<file path="src/rtl/prc_pkg.sv">
package prc_pkg;

  typedef enum logic [1:0] {
    SPD_LOW  = 2'b00,
    SPD_FULL = 2'b01,
    SPD_HIGH = 2'b10,
    SPD_NONE = 2'b11
  } speed_e;

  typedef enum logic [2:0] {
    ST_IDLE,
    ST_LISTEN,
    ST_DEVK,
    ST_GAP,
    ST_CHIRP,
    ST_TAIL
  } seq_state_e;

  // A chirp that starts in the next cycle (now_t + 1) must end by stop_t.
  function automatic logic chirp_fits(input int unsigned now_t,
                                      input int unsigned len,
                                      input int unsigned stop_t);
    return (now_t + 32'd1 + len) <= stop_t;
  endfunction

endpackage

</file>
<file path="src/rtl/prc_span_cnt.sv">
module prc_span_cnt #(
  parameter int unsigned LIMIT = 4,
  localparam int unsigned CW = $clog2(LIMIT + 1)
) (
  input  logic          clk,
  input  logic          rst_n,
  input  logic          clr,
  input  logic          en,
  output logic [CW-1:0] cnt
);

  localparam logic [CW-1:0] TOP = CW'(LIMIT - 1);

  always_ff @(posedge clk) begin
    if (!rst_n)                   cnt <= '0;
    else if (clr)                 cnt <= '0;
    else if (en && (cnt != TOP))  cnt <= cnt + 1'b1;
  end

endmodule

</file>
<file path="src/rtl/port_reset_chirp_seq.sv">
module port_reset_chirp_seq
  import prc_pkg::*;
#(
  parameter int unsigned RST_CYC    = 400,
  parameter int unsigned FILT_CYC   = 4,
  parameter int unsigned GAP_CYC    = 3,
  parameter int unsigned CHIRP_CYC  = 10,
  parameter int unsigned MARGIN_CYC = 20
) (
  input  logic       clk,
  input  logic       rst_n,
  input  logic       reset_req,
  input  logic       line_j,
  input  logic       line_k,
  input  logic       disconnect,
  output logic       drive_se0,
  output logic       drive_chirp_k,
  output logic       drive_chirp_j,
  output logic       done,
  output logic       port_en,
  output logic [1:0] speed
);

  localparam int unsigned STOP_T = RST_CYC - MARGIN_CYC;
  localparam int unsigned TW = $clog2(RST_CYC + 1);
  localparam int unsigned KW = $clog2(FILT_CYC + 1);
  localparam int unsigned GW = $clog2(GAP_CYC + 1);
  localparam int unsigned CW = $clog2(CHIRP_CYC + 1);

  seq_state_e state_q;
  logic       ph_q;      // 0: chirp K, 1: chirp J
  logic       hs_q;
  speed_e     hint_q;
  speed_e     speed_q;
  logic       en_q;
  logic       done_q;

  // named internal events
  logic          busy;
  logic          start_ev;
  logic          abort_ev;
  logic          rst_end_ev;
  logic          dev_k_seen;
  logic          t_last;
  logic          k_last;
  logic          gap_last;
  logic          chirp_last;
  logic          fits_now;
  logic [TW-1:0] rst_tick;
  logic [KW-1:0] k_cnt;
  logic [GW-1:0] gap_cnt;
  logic [CW-1:0] chirp_cnt;

  assign busy       = (state_q != ST_IDLE);
  assign start_ev   = !busy && reset_req && !disconnect && (line_j || line_k);
  assign abort_ev   = busy && disconnect;
  assign t_last     = (rst_tick == TW'(RST_CYC - 1));
  assign rst_end_ev = busy && !disconnect && t_last;
  assign k_last     = (k_cnt == KW'(FILT_CYC - 1));
  assign dev_k_seen = (state_q == ST_LISTEN) && line_k && k_last;
  assign gap_last   = (gap_cnt == GW'(GAP_CYC - 1));
  assign chirp_last = (chirp_cnt == CW'(CHIRP_CYC - 1));
  assign fits_now   = chirp_fits({{(32-TW){1'b0}}, rst_tick}, CHIRP_CYC, STOP_T);

  prc_span_cnt #(.LIMIT(RST_CYC)) u_rst_timer (
    .clk(clk), .rst_n(rst_n), .clr(!busy), .en(busy), .cnt(rst_tick)
  );

  prc_span_cnt #(.LIMIT(FILT_CYC)) u_kfilt (
    .clk(clk), .rst_n(rst_n),
    .clr(!((state_q == ST_LISTEN) && line_k)), .en(1'b1), .cnt(k_cnt)
  );

  prc_span_cnt #(.LIMIT(GAP_CYC)) u_gap (
    .clk(clk), .rst_n(rst_n), .clr(state_q != ST_GAP), .en(1'b1), .cnt(gap_cnt)
  );

  prc_span_cnt #(.LIMIT(CHIRP_CYC)) u_chirp (
    .clk(clk), .rst_n(rst_n), .clr((state_q != ST_CHIRP) || chirp_last),
    .en(1'b1), .cnt(chirp_cnt)
  );

  always_ff @(posedge clk) begin
    if (!rst_n) begin
      state_q <= ST_IDLE;
      ph_q    <= 1'b0;
      hs_q    <= 1'b0;
      hint_q  <= SPD_FULL;
      speed_q <= SPD_NONE;
      en_q    <= 1'b0;
      done_q  <= 1'b0;
    end else begin
      done_q <= 1'b0;
      if (abort_ev) begin
        state_q <= ST_IDLE;
        en_q    <= 1'b0;
        speed_q <= SPD_NONE;
      end else if (rst_end_ev) begin
        state_q <= ST_IDLE;
        done_q  <= 1'b1;
        en_q    <= 1'b1;
        speed_q <= hs_q ? SPD_HIGH : hint_q;
      end else begin
        unique case (state_q)
          ST_IDLE: if (start_ev) begin
            state_q <= ST_LISTEN;
            hs_q    <= 1'b0;
            en_q    <= 1'b0;
            speed_q <= SPD_NONE;
            hint_q  <= line_k ? SPD_LOW : SPD_FULL;
          end
          ST_LISTEN: if (dev_k_seen) begin
            hs_q    <= 1'b1;
            state_q <= ST_DEVK;
          end
          ST_DEVK: if (!line_k) state_q <= ST_GAP;
          ST_GAP: if (gap_last) begin
            ph_q    <= 1'b0;
            state_q <= fits_now ? ST_CHIRP : ST_TAIL;
          end
          ST_CHIRP: if (chirp_last) begin
            if (fits_now) ph_q <= ~ph_q;
            else          state_q <= ST_TAIL;
          end
          default: ;
        endcase
      end
    end
  end

  assign drive_chirp_k = (state_q == ST_CHIRP) && !ph_q;
  assign drive_chirp_j = (state_q == ST_CHIRP) && ph_q;
  assign drive_se0     = busy && (state_q != ST_CHIRP);
  assign done          = done_q;
  assign port_en       = en_q;
  assign speed         = speed_q;

endmodule

</file>
<file path="config.mk">
export PLATFORM = sky130hd
export DESIGN_NAME = port_reset_chirp_seq
export DESIGN_NICKNAME = d
export VERILOG_FILES = /design/src/rtl/prc_pkg.sv /design/src/rtl/prc_span_cnt.sv /design/src/rtl/port_reset_chirp_seq.sv
export SDC_FILE = /design/constraint.sdc
export NUM_CORES = 1
export LEC_CHECK = 0
export ABC_AREA = 1
export BUFFER_PORTS_ARGS = -buffer_cell sky130_fd_sc_hd__buf_4
export CORE_AREA = 5 5 63 65
export DETAILED_ROUTE_END_ITERATION = 12
export DIE_AREA = 0 0 68 70
export PLACE_DENSITY = 0.69
export SLEW_MARGIN = 20
export SYNTH_ARGS = -nofsm -noshare
export SYNTH_HDL_FRONTEND = slang
export SYNTH_SLANG_ARGS = --single-unit
</file>
<file path="constraint.sdc">
create_clock -name clk -period 4.2 [get_ports clk]
set_input_delay 0.63 -clock clk [delete_from_list [all_inputs] [get_ports clk]]
set_output_delay 0.63 -clock clk [all_outputs]
set_load 0.02 [all_outputs]
</file>
Word level (Yosys, flattened, before mapping)

Cells that the tools add are included.

$lt $le $gt $ge: 1
Equal/unequal tests: 21
Reduce and logical (&&, ||, !) cells: 35
Bitwise operators: 4
$add $sub $neg: 6
Muxes and demuxes: 23

Operators with widths:

| cell                  | number |
|---|---|
| $mux 3                | 6 |
| $ne 2x2->1 const B    | 8 |
| $pmux 3 s5            | 1 |
| $logic_and 1x1->1     | 12 |
| $add 10x4->11 const B | 1 |
| $le 11x9->1 const B   | 1 |
| $add 9x1->10 const B  | 1 |
| $mux 1                | 10 |
| $add 9x1->9 const B   | 1 |
| $eq 3x2->1 const B    | 3 |
| $eq 9x9->1 const B    | 1 |
| $ne 9x9->1 const B    | 1 |
| $mux 2                | 4 |
| $reduce_bool 2->1     | 4 |
| $reduce_and 7->1      | 1 |
| $ne 3x2->1 const B    | 2 |
| $reduce_and 2->1      | 3 |
| $reduce_and 6->1      | 1 |
| $reduce_or 2->1       | 3 |
| $reduce_and 5->1      | 1 |
| $reduce_bool 5->1     | 1 |
| $add 4x1->4 const B   | 1 |
| $eq 4x4->1 const B    | 1 |
| $ne 4x4->1 const B    | 1 |
| other kinds (14)      | 21 |

Bits in registers: 29
Logic and storage cells: 101
Output and inout port bits: 7

Longest topological paths before layout

Gate-level depths: netlist (run 1).

Word-level depth: 8
Mapped depth: 13

Cells and area by module

A second synthesis (run 1) with hierarchy kept.

Cell total of the unflattened synthesis: 269
Area, all modules: 1,675.4 um^2

By module, submodules not included:

| module                      | instances | cells each | seq. area each (um^2) | area an instance (um^2) |
|---|---|---|---|---|
| port_reset_chirp_seq        | 1         | 118        | 200.2                 | 676.9 |
| prc_span_cnt at u_rst_timer | 1         | 74         | 180.2                 | 479.2 |
| prc_span_cnt at u_chirp     | 1         | 38         | 80.1                  | 246.5 |
| prc_span_cnt at u_kfilt     | 1         | 24         | 60.1                  | 162.7 |
| prc_span_cnt at u_gap       | 1         | 15         | 40.0                  | 110.1 |

Least setup slack after synthesis (run 1)

OpenSTA, ideal clock, no wires.

Path kind: register to output
From: reg state_q[0]
To: out drive_chirp_k
Data required time: 3.570 ns
Slack: 2.608 ns
Stages on the path, launching flop included: 4
Path buffers: 0
Data arrival time: 0.962 ns
Cell sequence: dfxtp_1 nor2_1 nand2_1 nor2_1

Longest elaborated chain between the ends: 2

RTL lines:

| what                   | line                        | source |
|---|---|---|
| from (decl)            | port_reset_chirp_seq.sv:30  | `seq_state_e state_q;` |
| from (signal assigned) | port_reset_chirp_seq.sv:119 | `state_q <= fits_now ? ST_CHIRP : ST_TAIL;` |
| $eq 3x3->1             | port_reset_chirp_seq.sv:131 | `assign drive_chirp_k = (state_q == ST_CHIRP) && !ph_q;` |
| $logic_and 1x1->1      | port_reset_chirp_seq.sv:131 |  |
| to (decl)              | port_reset_chirp_seq.sv:17  | `output logic drive_chirp_k,` |

Every way passes these cells.

Worst setup path in the final report (run 1)

Same ends and word-level chain as after synthesis.

==> out/results.ini, run 1 <==
[clock_tree]
path_clk_slew_ns = 0.13
cts_buffers = 3
post_cts_buffers = 0
cts_tree = done
clk_latency_ns = 0.33
post_cts_resized = 0
root_buffer = clkbuf_4
clock_path_buffers = 2
htree_levels = 1
clkSinkCount = 28
hold_buffers = 0

[power_and_ir_drop]
seq_power_share = 0.398
power_switching_uw = 344
p_sw_frac = 0.433
clkPwrFrac = 0.136
leakage_uw = 0.000800
internal_power_uw = 450
ir_drop_mv = 0.304
p_comb_frac = 0.467
powerDensity_nw_per_um2 = 445

[logic_synthesis]
syn_avg_cell_area_sq_um = 7.11
syn_inst = 227
synth_cell_types = 31
ys_ff_latch = 28
syn-num-nets = 241
yosysWarningCount = 0
ys_top_cells_by_area = dfxtp_1 35%, nand2_1 9.8%, nor2_1 8.4%
yosysTopAreaCell = dfxtp_1
ys_seq_area_frac = 0.347
yosysTopAreaCellShare = 0.347
syn_area_sq_um = 1610

[placement]
dpl_cell_area_sq_um = 1760
gp_congestion = 0.793
hpwl_mm = 2.37
post-place-cells = 285
portBuffers = 12

[floorplanning]
die_area_sq_um = 4760
initial_core_util = 0.491
die_x_um = 68
die_h_um = 70
fp-row-count = 21
pin_count = 13
core_sq_um = 3280

[detailed_routing]
drc_errors = 0
wire_per_inst_um = 10.2
drtPass1Iterations = 4
routed_wl_mm = 2.94
vias_per_cell = 4.81
antenna_left = 0
num_vias = 1386
drt_iter0_drc = 68

[sta]
finalCritPeriodShare = 0.494
grt_setup_unrepaired = no
worstMarginPinSlew_ns = 0.298
finalSetupTns_ns = 0
whs_ns = 0.481
drv_slew = 0
slew-limit-headroom = 0.800
hold_viol_final = 0
fin_crit_ns = 2.07
max_freq_mhz = 482
setup_viol = 0
fin_skew_ns = 0.00572

[setup_path]
reg2reg_slack_ns = 2.42
start_kind = flop
r2r_start = u_rst_timer.cnt[0]
setup.worst_path.class = reg -> out
arrival_ns = 1.44
r2r_end = state_q[0]
crit_path_end_kind = output pin
critPathMaxFanout = 5
crit_required_ns = 3.57
rr_worst_depth = 9

[layout]
syn_to_final_growth_pct = 10.5
drive_gt1_frac = 0.161
fin_cells = 288
fin_area_sq_um = 1780
antenna_cells = 0
fillers = 330
nets = 258

[global_route]
antenna_found_initial = 0
grt_pass1_vias = 1313
grt_usage = 0.141
grt_pass1_wl_mm = 5.35
grt_max_degree = 15
grt.overflow.total = 0

[status]
status = completed

[min_path]
min_to = port_en
min_delay_path_depth = 2
min_from = port_en
hold_class = reg -> reg

[flow_run]
drv_cap = 0

[through the flow]
step | util | setup slack [ns] | total power [uW]
global placement | 0.536 | 2.38 | 694
CTS | 0.543 | 2.11 | 801
detailed placement | 0.536 | 2.38 | 693
global route | 0.543 | 1.97 | 868
floorplan | - | 2.61 | 615
finish | 0.543 | 2.13 | 793
[kinds of logic after synthesis]
family / count (synthesis) / share of synthesized area
adders and majority gates: 8 / 0.0620
and+or+nand+nor: 113 / 0.349
AOI/OAI and AO/OA: 37 / 0.126
xor gates and xnor gates: 5 / 0.0271
DFF: 28 / 0.347
buffers and inverters: 35 / 0.0822
muxes: 1 / 0.00620
[synthesized netlist by cell type]
cell type,n
nor3_2,1
a21o_1,1
o21bai_2,1
nand2_4,2
xnor2_1,1
inv_1,30
nor3_1,6
mux2i_1,1
nor3b_1,1
nand2_1,42
clkinv_2,1
a31oi_1,1
nand4_1,2
nor3_4,2
nand3_1,9
a22oi_1,1
o21ai_1,3
inv_2,4
nand3_2,4
xor2_1,4
nor2_2,2
a21oi_2,1
nand2_2,4
o21ai_0,12
nor4_4,1
ha_1,8
o211ai_1,1
nor2_4,1
dfxtp_1,28
a21oi_1,16
nor2_1,36
[cell usage in the layout, fill, tap and decap left out, drive strengths merged, types with 3 or more instances in the layout]
| cell | synthesis | routed |
|---|---|---|
| nand2 | 48 | 48 |
| nor2 | 39 | 39 |
| inv | 34 | 34 |
| dfxtp | 28 | 28 |
| a21oi | 17 | 17 |
| o21ai | 15 | 15 |
| nand3 | 13 | 13 |
| buf | 0 | 12 |
| nor3 | 9 | 9 |
| ha | 8 | 8 |
| xor2 | 4 | 4 |
| clkbuf | 0 | 3 |
[worst max path at each step]
| stage | cells past startpoint | to | start | slack, ns |
|---|---|---|---|---|
| 2_1_floorplan | 3 | drive_chirp_k | state_q[0] | 2.61 |
| 3_3_place_gp | 11 | state_q[0] | disconnect | 2.38 |
| 3_5_place_dp | 11 | state_q[0] | disconnect | 2.38 |
| 4_1_cts | 4 | drive_chirp_k | state_q[0] | 2.11 |
| 5_1_grt | 4 | drive_chirp_k | state_q[0] | 1.97 |
| 6_report | 4 | drive_chirp_k | state_q[0] | 2.13 |
[worst max-delay path, stage by stage, from the launching register on]
cell and delay [ns]:
dfxtp_1 0.38, nor2_1 0.21, nand2_1 0.18, nor2_1 0.18
buf_4 0.17
[layout make-up]
class | count | area [sq um] | share of cell area
repair buffers | 12 | 90.1 | 0.0505
flip-flops and latches | 28 | 561 | 0.314
well taps | 46 | 57.6 | 0.0323
inverters | 35 | 133 | 0.0743
clock buffers | 3 | 22.5 | 0.0126
multi-input cells | 164 | 921 | 0.516
[flip-flops by register name, summed over array words and instances (netlist names)]
signal,count
u_kfilt.cnt,3
u_rst_timer.cnt,9
hint_q,1
port_en,1
state_q,3
u_chirp.cnt,4
done,1
speed,2
ph_q,1
u_gap.cnt,2
hs_q,1
[power groups by stage]
| stage | registers (uW) | clock network, uW | logic, uW |
|---|---|---|---|
| floorplan | 317 | 0 | 299 |
| global placement | 321 | 0 | 373 |
| detailed placement | 322 | 0 | 371 |
| CTS | 316 | 112 | 373 |
| global route | 320 | 125 | 423 |
| finish | 316 | 108 | 370 |
[routing by layer]
| metal | wire, um | vias to the layer above | GRT usage |
|---|---|---|---|
| met2 | 1360 | 9 | 0.223 |
| met1 | 1470 | 615 | 0.187 |
| met3 | 55 | 5 | 0.0256 |
| met5 | 0 | - | 0 |
| li1 | - | 757 | - |
| met4 | 46 | 0 | 0.0530 |
Note: power is estimated with default switching activity, not from simulation.
==> run 2, diff against run 1 <==
--- a/config.mk
+++ b/config.mk
@@ -10,7 +10,7 @@
 export CORE_AREA = 5 5 63 65
 export DETAILED_ROUTE_END_ITERATION = 12
 export DIE_AREA = 0 0 68 70
-export PLACE_DENSITY = 0.69
+export PLACE_DENSITY = 0.72
 export SLEW_MARGIN = 20
 export SYNTH_ARGS = -nofsm -noshare
 export SYNTH_HDL_FRONTEND = slang
==> constraint.sdc (replaced) <==
create_clock -name clk -period 1.8 [get_ports clk]
set_input_delay 0.27 -clock clk [delete_from_list [all_inputs] [get_ports clk]]
set_output_delay 0.27 -clock clk [all_outputs]
set_load 0.02 [all_outputs]
==> out/results.ini, run 2 (synthesis results as in run 1) <==
[layout]
drive_gt1_frac = 0.188  ; was 0.161
largest_reg_flops = 9  ; unchanged
antenna_cells = 0  ; unchanged
final_common_cell = nand2_1  ; unchanged
syn_to_final_growth_pct = 14.0  ; was 10.5%
layout_common_cells = 42 x nand2_1, 35 x nor2_1, 30 x inv_1  ; was 42 x nand2_1, 36 x nor2_1, 30 x inv_1
fillers = 327  ; was 330
fin_area_sq_um = 1840  ; was 1780 sq um
fin_cells = 291  ; was 288
top_register = u_rst_timer.cnt  ; unchanged
reg_top3 = u_rst_timer.cnt x9, u_chirp.cnt x4  ; unchanged
nets = 260  ; was 258

[power_and_ir_drop]
clkPwrFrac = 0.201  ; was 0.136
p_sw_frac = 0.409  ; was 0.433
ir_drop_mv = 0.574  ; was 0.304 mV
p_total_uw = 2060  ; was 793 uW
seq_power_share = 0.362  ; was 0.398
powerDensity_nw_per_um2 = 1120  ; was 445 nW/um^2
internal_power_uw = 1220  ; was 450 uW
leakage_uw = 0.000828  ; was 0.000800 uW
p_comb_frac = 0.436  ; was 0.467
power_switching_uw = 842  ; was 344 uW

[sta]
setup_viol = 0  ; unchanged
drv_slew = 0  ; unchanged
slew-limit-headroom = 0.821  ; was 0.800
grt_setup_unrepaired = no  ; unchanged
finalCritPeriodShare = 0.930
worstMarginPinSlew_ns = 0.267  ; was 0.298 ns
fin_skew_ns = 0.0195  ; was 0.00572 ns
max_freq_mhz = 597
hold_viol_final = 0  ; unchanged
fin_crit_ns = 1.67
finalSetupTns_ns = 0  ; unchanged

[setup_path]
path_buf_inv = 1  ; unchanged
cpPeakStageDelay_ns = 0.39  ; was 0.38 ns
critPathTopFamily = simple AND/OR/NAND/NOR gates  ; unchanged
crit_path_end_kind = flop  ; was output pin
critPathMaxFanout = 6  ; was 5
arrival_ns = 1.93  ; was 1.44 ns
start_kind = flop  ; unchanged
setup.worst_path.class = reg -> reg  ; was reg -> out
crit_chain = ha_1 -> inv_1 -> nor2_1 -> nand3_2 -> nand2_2 -> nor3_4 -> nand3_1 -> xor2_1 -> nor2_1  ; was nor2_1 -> nand2_1 -> nor2_1 -> buf_4
cpMostUsedCell = nor2_1  ; unchanged
critPathSlowestCell = dfxtp_4  ; was dfxtp_1
crit_required_ns = 2.06  ; was 3.57 ns

[detailed_routing]
routed_wl_mm = 3.12  ; was 2.94 mm
num_vias = 1414  ; was 1,386
wire_per_inst_um = 10.7  ; was 10.2 um
drt_iter0_drc = 79  ; was 68
vias_per_cell = 4.86  ; was 4.81
drtPass1Iterations = 4  ; unchanged
drc_errors = 0  ; unchanged
antenna_left = 0  ; unchanged

[status]
status = completed  ; unchanged

[clock_tree]
root_buffer = clkbuf_4  ; unchanged
cts_tree = done  ; unchanged
hold_buffers = 0  ; unchanged
path_clk_slew_ns = 0.16  ; was 0.13 ns
clk_latency_ns = 0.34  ; was 0.33 ns
htree_levels = 1  ; unchanged
clock_path_buffers = 2  ; unchanged
cts_buffers = 3  ; unchanged
clkSinkCount = 28  ; unchanged

[placement]
post-place-cells = 287  ; was 285
gp_congestion = 0.872  ; was 0.793
portBuffers = 12  ; unchanged
dpl_cell_area_sq_um = 1780  ; was 1760 sq um
hpwl_mm = 2.44  ; was 2.37 mm

[global_route]
grt.overflow.total = 0  ; unchanged
grt_pass1_wl_mm = 5.59  ; was 5.35 mm
antenna_found_initial = 0  ; unchanged
grt_pass1_vias = 1330  ; was 1,313
grt_usage = 0.148  ; was 0.141
grt_max_degree = 17  ; was 15

[floorplanning]
die_h_um = 70  ; unchanged
die_area_sq_um = 4760  ; unchanged
pin_count = 13  ; unchanged
fp-row-count = 21  ; unchanged
core_sq_um = 3280  ; unchanged
die_x_um = 68  ; unchanged
initial_core_util = 0.491  ; unchanged

[min_path]
hold_class = in -> reg  ; was reg -> reg

[flow_run]
drv_cap = 0  ; unchanged

[run 2: changes by cell type in the layout (fill, tap and decap cells not counted)]
| cell | delta |
|---|---|
| nor2_2 | +1 |
| o21ai_1 | +1 |
| dfxtp_1 | -2 |
| dfxtp_2 | +1 |
| nor2_1 | -1 |
| dfxtp_4 | +1 |
| o21ai_2 | +1 |
| o21ai_0 | -2 |
| buf_4 | +2 |
| bufinv_16 | +1 |
[run 2: power groups by stage]
stage | clock network [uW] | registers (uW) | logic [uW]
floorplan | 0 | 739 | 697
global placement | 0 | 750 | 877
detailed placement | 0 | 749 | 892
CTS | 435 | 737 | 897
global route | 463 | 756 | 1010
finish | 414 | 745 | 898
[run 2: worst register-to-register path, stage by stage (launching register included)]
cell and delay (ns):
dfxtp_4 0.39, ha_1 0.19, inv_1 0.14, nor2_1 0.08, nand3_2 0.14, nand2_2 0.14
nor3_4 0.20, nand3_1 0.11, xor2_1 0.15, nor2_1 0.05
[run 2: area by class of cell]
cell class	count	area (sq um)	share of cell area
Timing Repair Buffer	14	105	0.0571
Multi-Input combinational cell	164	927	0.504
Inverter	35	133	0.0721
Sequential cell	28	566	0.307
Tap cell	46	57.6	0.0313
Clock buffer	3	22.5	0.0122
Clock inverter	1	30.0	0.0163
[run 2: metal layers]
metal  wire (um)  track usage  part of all wire
met1        1480        0.193              0.47
met4          51       0.0552             0.016
met5           0            0                 0
met2        1520        0.241              0.49
met3          76       0.0240             0.024
[run 2: what timing repair did]
item	CTS	global route
gates resized for setup	0	7
setup endpoints to repair	0	8
setup buffers	0	0
[run 2: worst paths after layout]
check                      from  cells after the start  slack (ns)            endpoint
max reg2reg  u_rst_timer.cnt[0]                      9        0.13  u_rst_timer.cnt[6]
max          u_rst_timer.cnt[0]                      9        0.13  u_rst_timer.cnt[6]
min                  disconnect                      2        0.11                done
min reg2reg             port_en                      2        0.49             port_en
[run 2: through the flow]
| step | utilization | setup slack (ns) | hold WS (ns) |
|---|---|---|---|
| after floorplan | - | 0.237 | 0.352 |
| after global placement | 0.541 | 0.139 | 0.451 |
| after detailed placement | 0.541 | 0.0685 | 0.463 |
| after CTS | 0.557 | 0.0499 | 0.105 |
| after global routing | 0.560 | 0.00160 | 0.0923 |
| final | 0.560 | 0.125 | 0.113 |
==> run 3, diff against run 2 <==
--- a/config.mk
+++ b/config.mk
@@ -6,11 +6,12 @@
 export NUM_CORES = 1
 export LEC_CHECK = 0
 export ABC_AREA = 1
-export BUFFER_PORTS_ARGS = -buffer_cell sky130_fd_sc_hd__buf_4
 export CORE_AREA = 5 5 63 65
 export DETAILED_ROUTE_END_ITERATION = 12
 export DIE_AREA = 0 0 68 70
-export PLACE_DENSITY = 0.72
+export DONT_BUFFER_PORTS = 1
+export PLACE_DENSITY = 0.68
+export SETUP_SLACK_MARGIN = 0.3
 export SLEW_MARGIN = 20
 export SYNTH_ARGS = -nofsm -noshare
 export SYNTH_HDL_FRONTEND = slang
==> out/results.ini, run 3 (synthesis results as in run 1) <==
[status]
status = completed  ; unchanged

[sta]
slew-limit-headroom = 0.828  ; was 0.821
finalCritPeriodShare = 0.886  ; was 0.930
finalSetupTns_ns = 0  ; unchanged
hold_viol_final = 0  ; unchanged
setup_viol = 0  ; unchanged
fin_crit_ns = 1.60  ; was 1.67 ns
setup_ws_ns = 0.205  ; was 0.125 ns
whs_ns = 0.0248  ; was 0.113 ns
worstMarginPinSlew_ns = 0.257  ; was 0.267 ns
drv_slew = 0  ; unchanged
max_freq_mhz = 627  ; was 597 MHz
fin_skew_ns = 0.00255  ; was 0.0195 ns
grt_setup_unrepaired = yes  ; was no

[setup_path]
reg2reg_slack_ns = 0.20  ; was 0.13 ns
crit_path_end = state_q[1]  ; was u_rst_timer.cnt[6]
crit_chain = buf_6 -> ha_4 -> nand2_2 -> nand2_2 -> nand2_2 -> nand3_2 -> o21ai_2 -> nand2_2 -> nand2_2 -> nand2_4 -> nand2_1 -> nand2_1 -> nor2_1  ; was ha_1 -> inv_1 -> nor2_1 -> nand3_2 -> nand2_2 -> nor3_4 -> nand3_1 -> xor2_1 -> nor2_1
r2r_start = u_rst_timer.cnt[0]  ; unchanged
rr_worst_depth = 13  ; was 9
cpPeakStageDelay_ns = 0.39  ; about the same
r2r_end = state_q[1]  ; was u_rst_timer.cnt[6]
arrival_ns = 1.88  ; was 1.93 ns
critPathSlowestCell = dfxtp_4  ; unchanged
cpMostUsedCell = nand2_2  ; was nor2_1
cp.depth = 13  ; was 9
path_buf_inv = 1  ; unchanged
critPathMaxFanout = 5  ; was 6
critPathTopFamily = simple AND/OR/NAND/NOR gates  ; unchanged
startpoint = u_rst_timer.cnt[0]  ; unchanged
crit_required_ns = 2.08  ; was 2.06 ns
start_kind = flop  ; unchanged
crit_path_end_kind = flop  ; unchanged
setup.worst_path.class = reg -> reg  ; unchanged

[power_and_ir_drop]
internal_power_uw = 1260  ; was 1220 uW
p_comb_frac = 0.523  ; was 0.436
ir_drop_mv = 0.686  ; was 0.574 mV
powerDensity_nw_per_um2 = 1090  ; was 1120 nW/um^2
p_sw_frac = 0.445  ; was 0.409
clkPwrFrac = 0.138  ; was 0.201
power_switching_uw = 1010  ; was 842 uW
seq_power_share = 0.338  ; was 0.362
leakage_uw = 0.000868  ; was 0.000828 uW

[global_route]
grt_max_degree = 16  ; was 17
antenna_found_initial = 0  ; unchanged
grt.overflow.total = 0  ; unchanged
grt_usage = 0.163  ; was 0.148
grt_pass1_wl_mm = 6.20  ; was 5.59 mm
grt_pass1_vias = 1462  ; was 1,330

[floorplanning]
die_h_um = 70  ; unchanged
initial_core_util = 0.491  ; unchanged
core_sq_um = 3280  ; unchanged
die_x_um = 68  ; unchanged
die_area_sq_um = 4760  ; unchanged
fp-row-count = 21  ; unchanged
pin_count = 13  ; unchanged

[layout]
largest_reg_flops = 9  ; unchanged
antenna_cells = 0  ; unchanged
fillers = 274  ; was 327
reg_top3 = u_rst_timer.cnt x9, u_chirp.cnt x4  ; unchanged
final_common_cell = nand2_1  ; unchanged
top_register = u_rst_timer.cnt  ; unchanged
fin_cells = 296  ; was 291
final_util = 0.639  ; was 0.560
layout_common_cells = 32 x nand2_1, 26 x inv_1, 26 x nor2_1  ; was 42 x nand2_1, 35 x nor2_1, 30 x inv_1
nets = 265  ; was 260
syn_to_final_growth_pct = 30.0  ; was 14.0%
drive_gt1_frac = 0.400  ; was 0.188

[clock_tree]
clkSinkCount = 28  ; unchanged
root_buffer = clkbuf_4  ; unchanged
htree_levels = 1  ; unchanged
clock_path_buffers = 2  ; unchanged
path_clk_slew_ns = 0.15  ; was 0.16 ns
cts_buffers = 3  ; unchanged
cts_tree = done  ; unchanged
clk_latency_ns = 0.33  ; was 0.34 ns

[detailed_routing]
drtPass1Iterations = 4  ; unchanged
drc_errors = 0  ; unchanged
routed_wl_mm = 3.68  ; was 3.12 mm
num_vias = 1496  ; was 1,414
wire_per_inst_um = 12.4  ; was 10.7 um
drt_iter0_drc = 51  ; was 79
antenna_left = 0  ; unchanged
vias_per_cell = 5.05  ; was 4.86

[placement]
hpwl_mm = 2.47  ; was 2.44 mm
gp_congestion = 0.875  ; was 0.872
dpl_worst_slack_ns = 0.110  ; was 0.0685 ns
post-place-cells = 275  ; was 287
portBuffers = 0  ; was 12

[flow_run]
drv_cap = 0  ; unchanged

[min_path]
hold_class = in -> reg  ; unchanged

==> run 3: changes by cell type in the layout (fill, tap and decap cells not counted), sizes merged <==
cell / before / now
bufinv: 1 / 0
clkbuf: 3 / 4
buf: 14 / 19
==> run 3: timing repair <==
action | CTS | global route
endpoints found under the hold margin | 0 | 0
hold buffers | 0 | 0
gates resized for setup | 46 | 35
setup buffers | 12 | 5
pin swaps | 16 | 23
setup endpoints to repair | 14 | 19
==> run 3: layout make-up <==
type | count | area (sq um) | share of cell area
multi-input cells | 164 | 1120 | 0.535
flip-flops and latches | 28 | 586 | 0.279
repair buffers | 19 | 158 | 0.0751
inverters | 35 | 138 | 0.0656
well taps | 46 | 57.6 | 0.0274
clock buffers | 4 | 36.3 | 0.0173
==> run 3: worst min-delay path by stage <==
stage	slack, ns	cells past startpoint	endpoint	from
final	0.02	1	hint_q[0]	rst_n
after global routing	0.009	1	hint_q[0]	rst_n
after CTS	0.02	1	hint_q[0]	rst_n
after detailed placement	0.36	1	done	disconnect
after global placement	0.36	1	done	disconnect
after floorplan	0.35	1	done	disconnect
==> run 3: through the flow <==
stage / power, uW / instance area [sq um]
2_1_floorplan: 1440 / 1610
3_3_place_gp: 1580 / 1690
3_5_place_dp: 1590 / 1690
4_1_cts: 2100 / 1950
5_1_grt: 2440 / 2100
6_report: 2280 / 2100
==> run 3: power groups by stage <==
stage          Clock (uW)  Combinational [uW]  Sequential [uW]
6_report              315                1190              771
5_1_grt               347                1310              780
3_5_place_dp            0                 840              748
3_3_place_gp            0                 833              748
2_1_floorplan           0                 697              739
4_1_cts               321                1030              751
==> run 3: layer usage <==
layer | wire (um) | track usage
met1 | 1600 | 0.191
met2 | 1900 | 0.271
met3 | 129 | 0.0417
met4 | 46 | 0.0751
met5 | 0 | 0
